<file path="src/rtl/gpio_ctrl_pkg.sv">
package gpio_ctrl_pkg;
  localparam int unsigned DATA_W = 32;

  localparam logic [7:0] OFF_DIR   = 8'h00;
  localparam logic [7:0] OFF_DOUT  = 8'h04;
  localparam logic [7:0] OFF_IEN   = 8'h08;
  localparam logic [7:0] OFF_CHG   = 8'h0C;
  localparam logic [7:0] OFF_SPARE0 = 8'h10;
  localparam logic [7:0] OFF_SPARE1 = 8'h14;

  typedef enum logic [2:0] {
    SEL_DIR,
    SEL_DOUT,
    SEL_IEN,
    SEL_CHG,
    SEL_SPARE0,
    SEL_SPARE1,
    SEL_NONE
  } reg_sel_e;
endpackage

</file>
<file path="src/rtl/gpio_sync.sv">
module gpio_sync #(
  parameter int unsigned WIDTH  = 32,
  parameter int unsigned STAGES = 2
) (
  input  logic             clk_i,
  input  logic             rst_ni,
  input  logic [WIDTH-1:0] d_i,
  output logic [WIDTH-1:0] q_o
);
  logic [WIDTH-1:0] stage_q [STAGES];

  for (genvar s = 0; s < STAGES; s++) begin : g_stage
    always_ff @(posedge clk_i or negedge rst_ni) begin
      if (!rst_ni) stage_q[s] <= '0;
      else if (s == 0) stage_q[s] <= d_i;
      else stage_q[s] <= stage_q[(s == 0) ? 0 : s-1];
    end
  end

  assign q_o = stage_q[STAGES-1];
endmodule

</file>
<file path="src/rtl/gpio_edge_capture.sv">
module gpio_edge_capture #(
  parameter int unsigned WIDTH = 32
) (
  input  logic             clk_i,
  input  logic             rst_ni,
  input  logic [WIDTH-1:0] sync_i,
  input  logic [WIDTH-1:0] dir_i,
  input  logic [WIDTH-1:0] clr_i,
  output logic [WIDTH-1:0] chg_o
);
  logic [WIDTH-1:0] prev_q, chg_q, edge_w;

  // both edges, input lines only
  assign edge_w = (sync_i ^ prev_q) & ~dir_i;

  always_ff @(posedge clk_i or negedge rst_ni) begin
    if (!rst_ni) begin
      prev_q <= '0;
      chg_q  <= '0;
    end else begin
      prev_q <= sync_i;
      chg_q  <= (chg_q & ~clr_i) | edge_w; // new edge beats clear
    end
  end

  assign chg_o = chg_q;
endmodule

</file>
<file path="src/rtl/gpio_regs.sv">
module gpio_regs
  import gpio_ctrl_pkg::*;
#(
  parameter int unsigned WIDTH  = 32,
  parameter int unsigned ADDR_W = 8
) (
  input  logic              clk_i,
  input  logic              rst_ni,
  input  logic [ADDR_W-1:0] addr_i,
  input  logic              wr_i,
  input  logic              rd_i,
  input  logic [DATA_W-1:0] wdata_i,
  output logic [DATA_W-1:0] rdata_o,
  input  logic [WIDTH-1:0]  sync_i,
  input  logic [WIDTH-1:0]  chg_i,
  output logic [WIDTH-1:0]  dir_o,
  output logic [WIDTH-1:0]  dout_o,
  output logic [WIDTH-1:0]  ien_o,
  output logic [WIDTH-1:0]  clr_o
);
  reg_sel_e sel;
  logic [WIDTH-1:0] dir_q, dout_q, ien_q, sp0_q, sp1_q, wbits, mux;
  logic [DATA_W-1:0] rdata_q;

  always_comb begin
    if      (addr_i == ADDR_W'(OFF_DIR))    sel = SEL_DIR;
    else if (addr_i == ADDR_W'(OFF_DOUT))   sel = SEL_DOUT;
    else if (addr_i == ADDR_W'(OFF_IEN))    sel = SEL_IEN;
    else if (addr_i == ADDR_W'(OFF_CHG))    sel = SEL_CHG;
    else if (addr_i == ADDR_W'(OFF_SPARE0)) sel = SEL_SPARE0;
    else if (addr_i == ADDR_W'(OFF_SPARE1)) sel = SEL_SPARE1;
    else                                    sel = SEL_NONE;
  end

  assign wbits = wdata_i[WIDTH-1:0];
  assign clr_o = (wr_i && sel == SEL_CHG) ? wbits : '0;

  always_ff @(posedge clk_i or negedge rst_ni) begin
    if (!rst_ni) begin
      dir_q  <= '0;
      dout_q <= '0;
      ien_q  <= '0;
      sp0_q  <= '0;
      sp1_q  <= '0;
    end else if (wr_i) begin
      unique case (sel)
        SEL_DIR:    dir_q  <= wbits;
        SEL_DOUT:   dout_q <= wbits;
        SEL_IEN:    ien_q  <= wbits;
        SEL_SPARE0: sp0_q  <= wbits;
        SEL_SPARE1: sp1_q  <= wbits;
        default:    ;
      endcase
    end
  end

  always_comb begin
    unique case (sel)
      SEL_DIR:    mux = dir_q;
      SEL_DOUT:   mux = (sync_i & ~dir_q) | (dout_q & dir_q);
      SEL_IEN:    mux = ien_q;
      SEL_CHG:    mux = chg_i;
      SEL_SPARE0: mux = sp0_q;
      SEL_SPARE1: mux = sp1_q;
      default:    mux = '0;
    endcase
  end

  always_ff @(posedge clk_i or negedge rst_ni) begin
    if (!rst_ni)   rdata_q <= '0;
    else if (rd_i) rdata_q <= DATA_W'(mux);
  end

  assign rdata_o = rdata_q;
  assign dir_o   = dir_q;
  assign dout_o  = dout_q;
  assign ien_o   = ien_q;
endmodule

</file>
<file path="src/rtl/gpio_ctrl.sv">
module gpio_ctrl
  import gpio_ctrl_pkg::*;
#(
  parameter int unsigned NUM_LINES = 32,
  parameter int unsigned ADDR_W    = 8,
  parameter int unsigned SYNC_LEN  = 2
) (
  input  logic                 clk_i,
  input  logic                 rst_ni,
  input  logic [ADDR_W-1:0]    addr_i,
  input  logic                 wr_i,
  input  logic                 rd_i,
  input  logic [DATA_W-1:0]    wdata_i,
  output logic [DATA_W-1:0]    rdata_o,
  input  logic [NUM_LINES-1:0] pin_i,
  output logic [NUM_LINES-1:0] pin_o,
  output logic [NUM_LINES-1:0] pin_oe_o,
  output logic                 irq_o
);
  logic [NUM_LINES-1:0] sync_q, chg_q, dir_q, dout_q, ien_q, clr_w;

  gpio_sync #(.WIDTH(NUM_LINES), .STAGES(SYNC_LEN)) i_sync (
    .clk_i, .rst_ni, .d_i(pin_i), .q_o(sync_q)
  );

  gpio_edge_capture #(.WIDTH(NUM_LINES)) i_capture (
    .clk_i, .rst_ni, .sync_i(sync_q), .dir_i(dir_q), .clr_i(clr_w), .chg_o(chg_q)
  );

  gpio_regs #(.WIDTH(NUM_LINES), .ADDR_W(ADDR_W)) i_regs (
    .clk_i, .rst_ni, .addr_i, .wr_i, .rd_i, .wdata_i, .rdata_o,
    .sync_i(sync_q), .chg_i(chg_q),
    .dir_o(dir_q), .dout_o(dout_q), .ien_o(ien_q), .clr_o(clr_w)
  );

  assign pin_o    = dout_q;
  assign pin_oe_o = dir_q;
  assign irq_o    = |(chg_q & ien_q);
endmodule

</file>
<file path="config.mk">
export PLATFORM = sky130hd
export DESIGN_NAME = gpio_ctrl
export DESIGN_NICKNAME = d
export VERILOG_FILES = /design/src/rtl/gpio_ctrl_pkg.sv /design/src/rtl/gpio_sync.sv /design/src/rtl/gpio_edge_capture.sv /design/src/rtl/gpio_regs.sv /design/src/rtl/gpio_ctrl.sv
export SDC_FILE = /design/constraint.sdc
export NUM_CORES = 1
export LEC_CHECK = 0
export BUFFER_PORTS_ARGS = -buffer_cell sky130_fd_sc_hd__buf_2
export CAP_MARGIN = 40
export CORE_MARGIN = 1
export CORE_UTILIZATION = 52
export CTS_BUF_LIST = sky130_fd_sc_hd__clkbuf_16
export CTS_CLUSTER_DIAMETER = 50
export DETAILED_ROUTE_END_ITERATION = 16
export GPL_TIMING_DRIVEN = 0
export PLACE_DENSITY = 0.78
export SLEW_MARGIN = 10
export SYNTH_ARGS = -nofsm -noshare
export SYNTH_HDL_FRONTEND = slang
export SYNTH_SLANG_ARGS = --single-unit
</file>
<file path="constraint.sdc">
create_clock -name clk_i -period 1.2 [get_ports clk_i]
set_input_delay 0 -clock clk_i [delete_from_list [all_inputs] [get_ports clk_i]]
set_output_delay 0 -clock clk_i [all_outputs]
set_load 0.005 [all_outputs]
</file>
* Word level (Yosys, flattened, before mapping) *
Cells that the tools add are included.

word-level totals
  bits of input ports = 76
  bits in registers = 320
  bits in latches = 0
  memory bits (read-only) = 0
  bits in writable memories = 0
  output and inout bits = 97
  memories = 0

operators by class
  reduce and logical (&&, ||, !) cells = 9
  divide/modulo/power cells = 0
  $add $sub $neg = 0
  equality and inequality tests = 10
  multiply operators = 0
  bitwise logic cells = 10
  shift operators = 0
  order comparisons = 0
  multiplexer cells = 8

operators by type and width
  operator                                       number
  one-hot mux 32 bit (6 select lines)            1
  bitwise AND 32 bit                             5
  NOT 32 bit                                     2
  OR 32 bit                                      2
  two-way mux 32 bit                             1
  OR reduction 32 bit                            1
  bitwise XOR 32 bit                             1
  == test 8 x 4 -> 1 bit, second input constant  2
  == test 8 x 5 -> 1 bit, second input constant  2
  two-way mux 3 bit                              5
  AND reduction 2 bit                            5
  == test 8 x 3 -> 1 bit, second input constant  1
  zero test 8 bit                                1
  == test 3 x 2 -> 1 bit, second input constant  2
  == test 3 bit, second input constant           2
  == test 3 x 1 -> 1 bit, second input constant  1
  zero test 3 bit                                1
  two-way mux 2 bit                              1
  logical AND 1 bit                              1

* Logic depth before layout (Yosys ltp) *
  depth in word-level cells = 13
  mapped depth = 6
  mapped depth without buffers = 4

* Cells and area by module *
A second synthesis with hierarchy kept.

unflattened totals
  cells, all modules = 1,026
  area, all modules = 13,624.3 sq um

by module, submodules not included
  module             area each (sq um)  cells an instance  times used  seq. area each (sq um)
  gpio_regs          9,422.8            749                1           4,804.6
  gpio_edge_capture  2,202.1            160                1           1,601.5
  gpio_sync          1,841.8            96                 1           1,601.5
  gpio_ctrl          157.7              21                 1           0.0

* Least setup slack after synthesis *
No wires, ideal clock.

  path kind = input to register
  start = input addr_i[7]
  end = register i_regs.dout_q[10] (netlist: i_regs.dout_o[10])
  path slack = -0.173 ns
  data arrival time = 1.248 ns
  required time = 1.075 ns
  stages = 5
  setup time = 0.125 ns
  path through = nor3b_2 nand2_1 nor3_2 buf_4 mux2_2

between the ends
  cells in the longest elaborated chain, start to end = 9
  elaborated cells between the ends (all ways) = 14
  classes of those cells = eq/ne (6); mux (6); reduce/logical (2)

RTL lines
  what                               RTL line         RTL
  start: declaration                 gpio_ctrl.sv:10  input logic [ADDR_W-1:0] addr_i,
  == test 8 x 5 -> 1 bit             gpio_regs.sv:31  else if (addr_i == ADDR_W'(OFF_SPARE1)) sel = SEL_SPARE1;
  two-way mux 2 bit                  gpio_regs.sv:31
  two-way mux 3 bit                  gpio_regs.sv:30  else if (addr_i == ADDR_W'(OFF_SPARE0)) sel = SEL_SPARE0;
  two-way mux 3 bit                  gpio_regs.sv:29  else if (addr_i == ADDR_W'(OFF_CHG)) sel = SEL_CHG;
  two-way mux 3 bit                  gpio_regs.sv:28  else if (addr_i == ADDR_W'(OFF_IEN)) sel = SEL_IEN;
  two-way mux 3 bit                  gpio_regs.sv:27  else if (addr_i == ADDR_W'(OFF_DOUT)) sel = SEL_DOUT;
  two-way mux 3 bit (*)              gpio_regs.sv:26  if (addr_i == ADDR_W'(OFF_DIR)) sel = SEL_DIR;
  == test 3 x 1 -> 1 bit (*)         gpio_regs.sv:46  unique case (sel)
  AND reduction 2 bit (no line) (*)  n/a
  end signal: assignment             gpio_regs.sv:48  SEL_DOUT: dout_q <= wbits;
  end: declaration                   gpio_regs.sv:22  logic [WIDTH-1:0] dir_q, dout_q, ien_q, sp0_q, sp1_q, wbits, mux;

Every way passes the cells marked *; elsewhere a longest branch is shown, timed or not.
A chain may end at the register's enable or synchronous reset.

* Worst setup path after layout *
  start = register i_regs.ien_q[9] (netlist: i_regs.ien_o[9])
  end = output irq_o

between the ends
  cells in the longest elaborated chain, start to end = 2

RTL lines
  what                      RTL line         RTL
  start: declaration        gpio_regs.sv:22
  start signal: assignment  gpio_regs.sv:49  SEL_IEN: ien_q <= wbits;
  bitwise AND 32 bit        gpio_ctrl.sv:38  assign irq_o = |(chg_q & ien_q);
  OR reduction 32 bit       gpio_ctrl.sv:38
  end: declaration          gpio_ctrl.sv:18  output logic irq_o

Every way passes these cells.

==> results.ini <==
[status]
status = finished with violations
violations = hold timing, setup timing

[cts]
clk_latency_ps = 510
cts_hold_buf = 65
path_clk_slew_ps = 60
cts.path.max_buffers = 3
clock-sinks = 320
cts_max_level = 2
cts_root_buf = clkbuf_16
cts_buffers = 35
cts_tree = yes

[worst_setup_path]
slowest_stage = or4_4
critical_path.max_fanout = 2
required_ps = 1200
r2r_slack_ps = -180
cp.arrival_ps = 2050
worstReg2RegStart = i_regs.dir_o[17]$_DFFE_PN0P_
max_stage_delay_ps = 560
crit_chain = a22oi_2 -> nand4_1 -> or4_4 -> buf_6
start_kind = flip-flop
critPathLaunch = i_regs.ien_o[9]$_DFFE_PN0P_
r2r_cells = 4
cp-end-kind = output port
criticalPathCategory = flip-flop to output port
worstReg2RegEnd = i_regs.rdata_o[17]$_DFFE_PN0P_

[yosys]
synth-seq-cells = 320
synth.area.mux_share_pct = 19.0
netlist_area_um2 = 13100
synth_fa_ha_area_share_pct = 0
synth_nets = 1011
synth-simple-area-share_pct = 2.16
synthDistinctLibCells = 27
ys_warn_count = 0
synth_compound_area_share_pct = 13.2
synth_seq_area_share_pct = 61.3
synth_cells = 935
synth_top_family_by_area = multiplexers
synth_area_per_cell_um2 = 14.0
synth-xor-area-share_pct = 2.14

[die]
floorplan.rows = 57
die_y_um = 161
die-area_um2 = 25800
start_util_pct = 53.4
io-pin-count = 173
core_um2 = 24500
dieWidth_um = 161

[cells_and_area]
fillers = 1589
instances_no_fill = 1614
ff_latch_area_um2 = 8030
fin_nets = 1341
drive_gt1_share_pct = 43.7
area_growth_pct = 32.2
multi_input_area_um2 = 5230

[timing]
slew_violations = 0
worst_slew_pin_slew_ps = 758
setup_violations = 33
fmaxAchievable_mhz = 487
timing.hold.ws_ps = -486
finalCriticalPeriod_ps = 2050
skew_ps = 14.7
setup_tns_ps = -4300
finalHoldViolCount = 111
grt_setup_unrepaired = yes
min_period_over_period_pct = 171
slew_headroom_pct = 49.5
fin_ws_ps = -854

[place]
dp.cells = 1435
place_congestion = 0.871
dp_hpwl_um = 23000
numPortBuffers = 172

[routing]
wl_met3_um = 3280
viasPerCell = 5.99
antenna_left = 0
vias = 9672
finalWirelength_um = 37300
wl_met1_um = 14900
dr_wl_met2_um = 17600
drc = 0
first_pass_iters = 5
wire_per_inst_um = 23.1
routed.top_layer = met4
drt_iter0_markers = 819

[power_and_ir_drop]
power.leakage_nw = 8.11
power_mw = 24.0
p_per_area_nw_per_um2 = 1390
peakVddDrop_v = 0.00136

[grt]
grt_use_total_pct = 29.1
first_global_vias = 10200
antenna_found_initial = 3
grt_pass1_wl_um = 57000
grt_max_degree = 113
overflow = 0

[min_path]
min_path_type = input port to async pin

[job]
drv_cap = 0

## worst max-delay path, delay by kind of cell, from the launching register on
family | cells | cell delay, ps
simple gates | 2 | 750
flops | 1 | 450
buf+inv | 1 | 140
compound gates | 1 | 210
## state kept, by name, summed over array words and instances, names as in the netlist
register          cells
i_capture.chg_o      32
i_capture.prev_q     32
i_regs.dir_o         32
i_regs.dout_o        32
i_regs.ien_o         32
i_regs.rdata_o       32
i_regs.sp0_q         32
i_regs.sp1_q         32
i_sync.q_o           32
i_sync.stage_q       32
## timing repair
action                                  CTS  global route
pin swaps                                 8             9
hold endpoints to repair                335           109
buffers inserted                         41            11
endpoints found under the setup margin   83           156
resized for setup                        33            59
## final cells by class
class	count	area share (%)
Antenna cell	4	0.0579
Buffer	63	1.96
Clock buffer	37	5.36
Clock inverter	21	0.833
Inverter	1	0.0217
Multi-Input combinational cell	551	30.2
Sequential cell	320	46.4
Tap cell	324	2.35
Timing Repair Buffer	293	12.7
## through the flow
| stage | setup slack (ps) | util (%) | area, um2 |
|---|---|---|---|
| final | -854 | 70.6 | 17300 |
| after global routing | -870 | 70.6 | 17300 |
| after CTS | -831 | 69.3 | 16900 |
| after detailed placement | -719 | 60.6 | 14800 |
| after global placement | -5760 | 60.1 | 14700 |
| after floorplan | -138 | - | 13400 |
## worst max path at each step
stage                                                end  slack (ps)  cells past startpoint
after floorplan             i_regs.dir_o[10]$_DFFE_PN0P_        -140                      5
after global placement      i_sync.stage_q[33]$_DFF_PN0_       -5760                      1
after detailed placement  i_regs.rdata_o[31]$_DFFE_PN0P_        -720                      5
after CTS                                          irq_o        -830                      4
after global routing                               irq_o        -870                      4
final                                              irq_o        -850                      4
## cell families (layout without fill, tap and decap cells)
| group | Yosys count | in the layout |
|---|---|---|
| buffers and inverters | 64 | 415 |
| DFF | 320 | 320 |
| AOI/OAI and AO/OA | 240 | 240 |
| muxes | 224 | 224 |
| other | 0 | 4 |
| and+or+nand+nor | 55 | 55 |
| xor gates and xnor gates | 32 | 32 |
## cells in the mapped netlist
cell type,instances,share of area (%)
nand3_1,1,0.038
mux2i_1,32,2.5
inv_1,1,0.029
a22oi_1,48,2.8
nand2_1,34,0.98
xnor2_1,32,2.1
nor2_1,4,0.11
nor3b_2,2,0.19
a221o_1,32,2.5
nand4_1,7,0.34
buf_4,6,0.34
o22ai_1,32,1.5
nor3_2,2,0.15
or3_1,1,0.048
buf_2,24,0.92
o21ai_0,32,1.2
clkbuf_1,33,0.95
a211oi_1,32,1.8
and3_1,1,0.048
nor3_4,1,0.12
and4b_1,1,0.077
dfrtp_1,320,61
mux2_2,182,16
or4_1,1,0.057
o2bb2ai_1,32,2.1
a21oi_1,32,1.2
mux2_1,10,0.86
## cells in the final DEF, fill, tap and decap left out, types with 33 or more instances in the layout
| cell | synthesis | layout |
|---|---|---|
| dfrtp_1 | 320 | 306 |
| buf_2 | 24 | 180 |
| mux2_2 | 182 | 123 |
| dlygate4sd3_1 | 0 | 65 |
| mux2_4 | 0 | 60 |
| buf_6 | 0 | 42 |
| a22oi_1 | 48 | 39 |
| clkbuf_16 | 0 | 37 |
| nand2_1 | 34 | 33 |
## power breakdown
| group | switching, mW | internal [mW] | total [mW] |
|---|---|---|---|
| Combinational | 1.14 | 1.14 | 2.28 |
| Clock | 4.15 | 5.95 | 10.1 |
| Sequential | 0.328 | 11.2 | 11.6 |
## layer usage
layer | global-route usage, % | vias up
met5 | 0 | -
met4 | 14.0 | 0
met3 | 7.33 | 112
met2 | 45.3 | 473
met1 | 38.2 | 4898
li1 | - | 4189
Power figures use the tool's default switching activity.
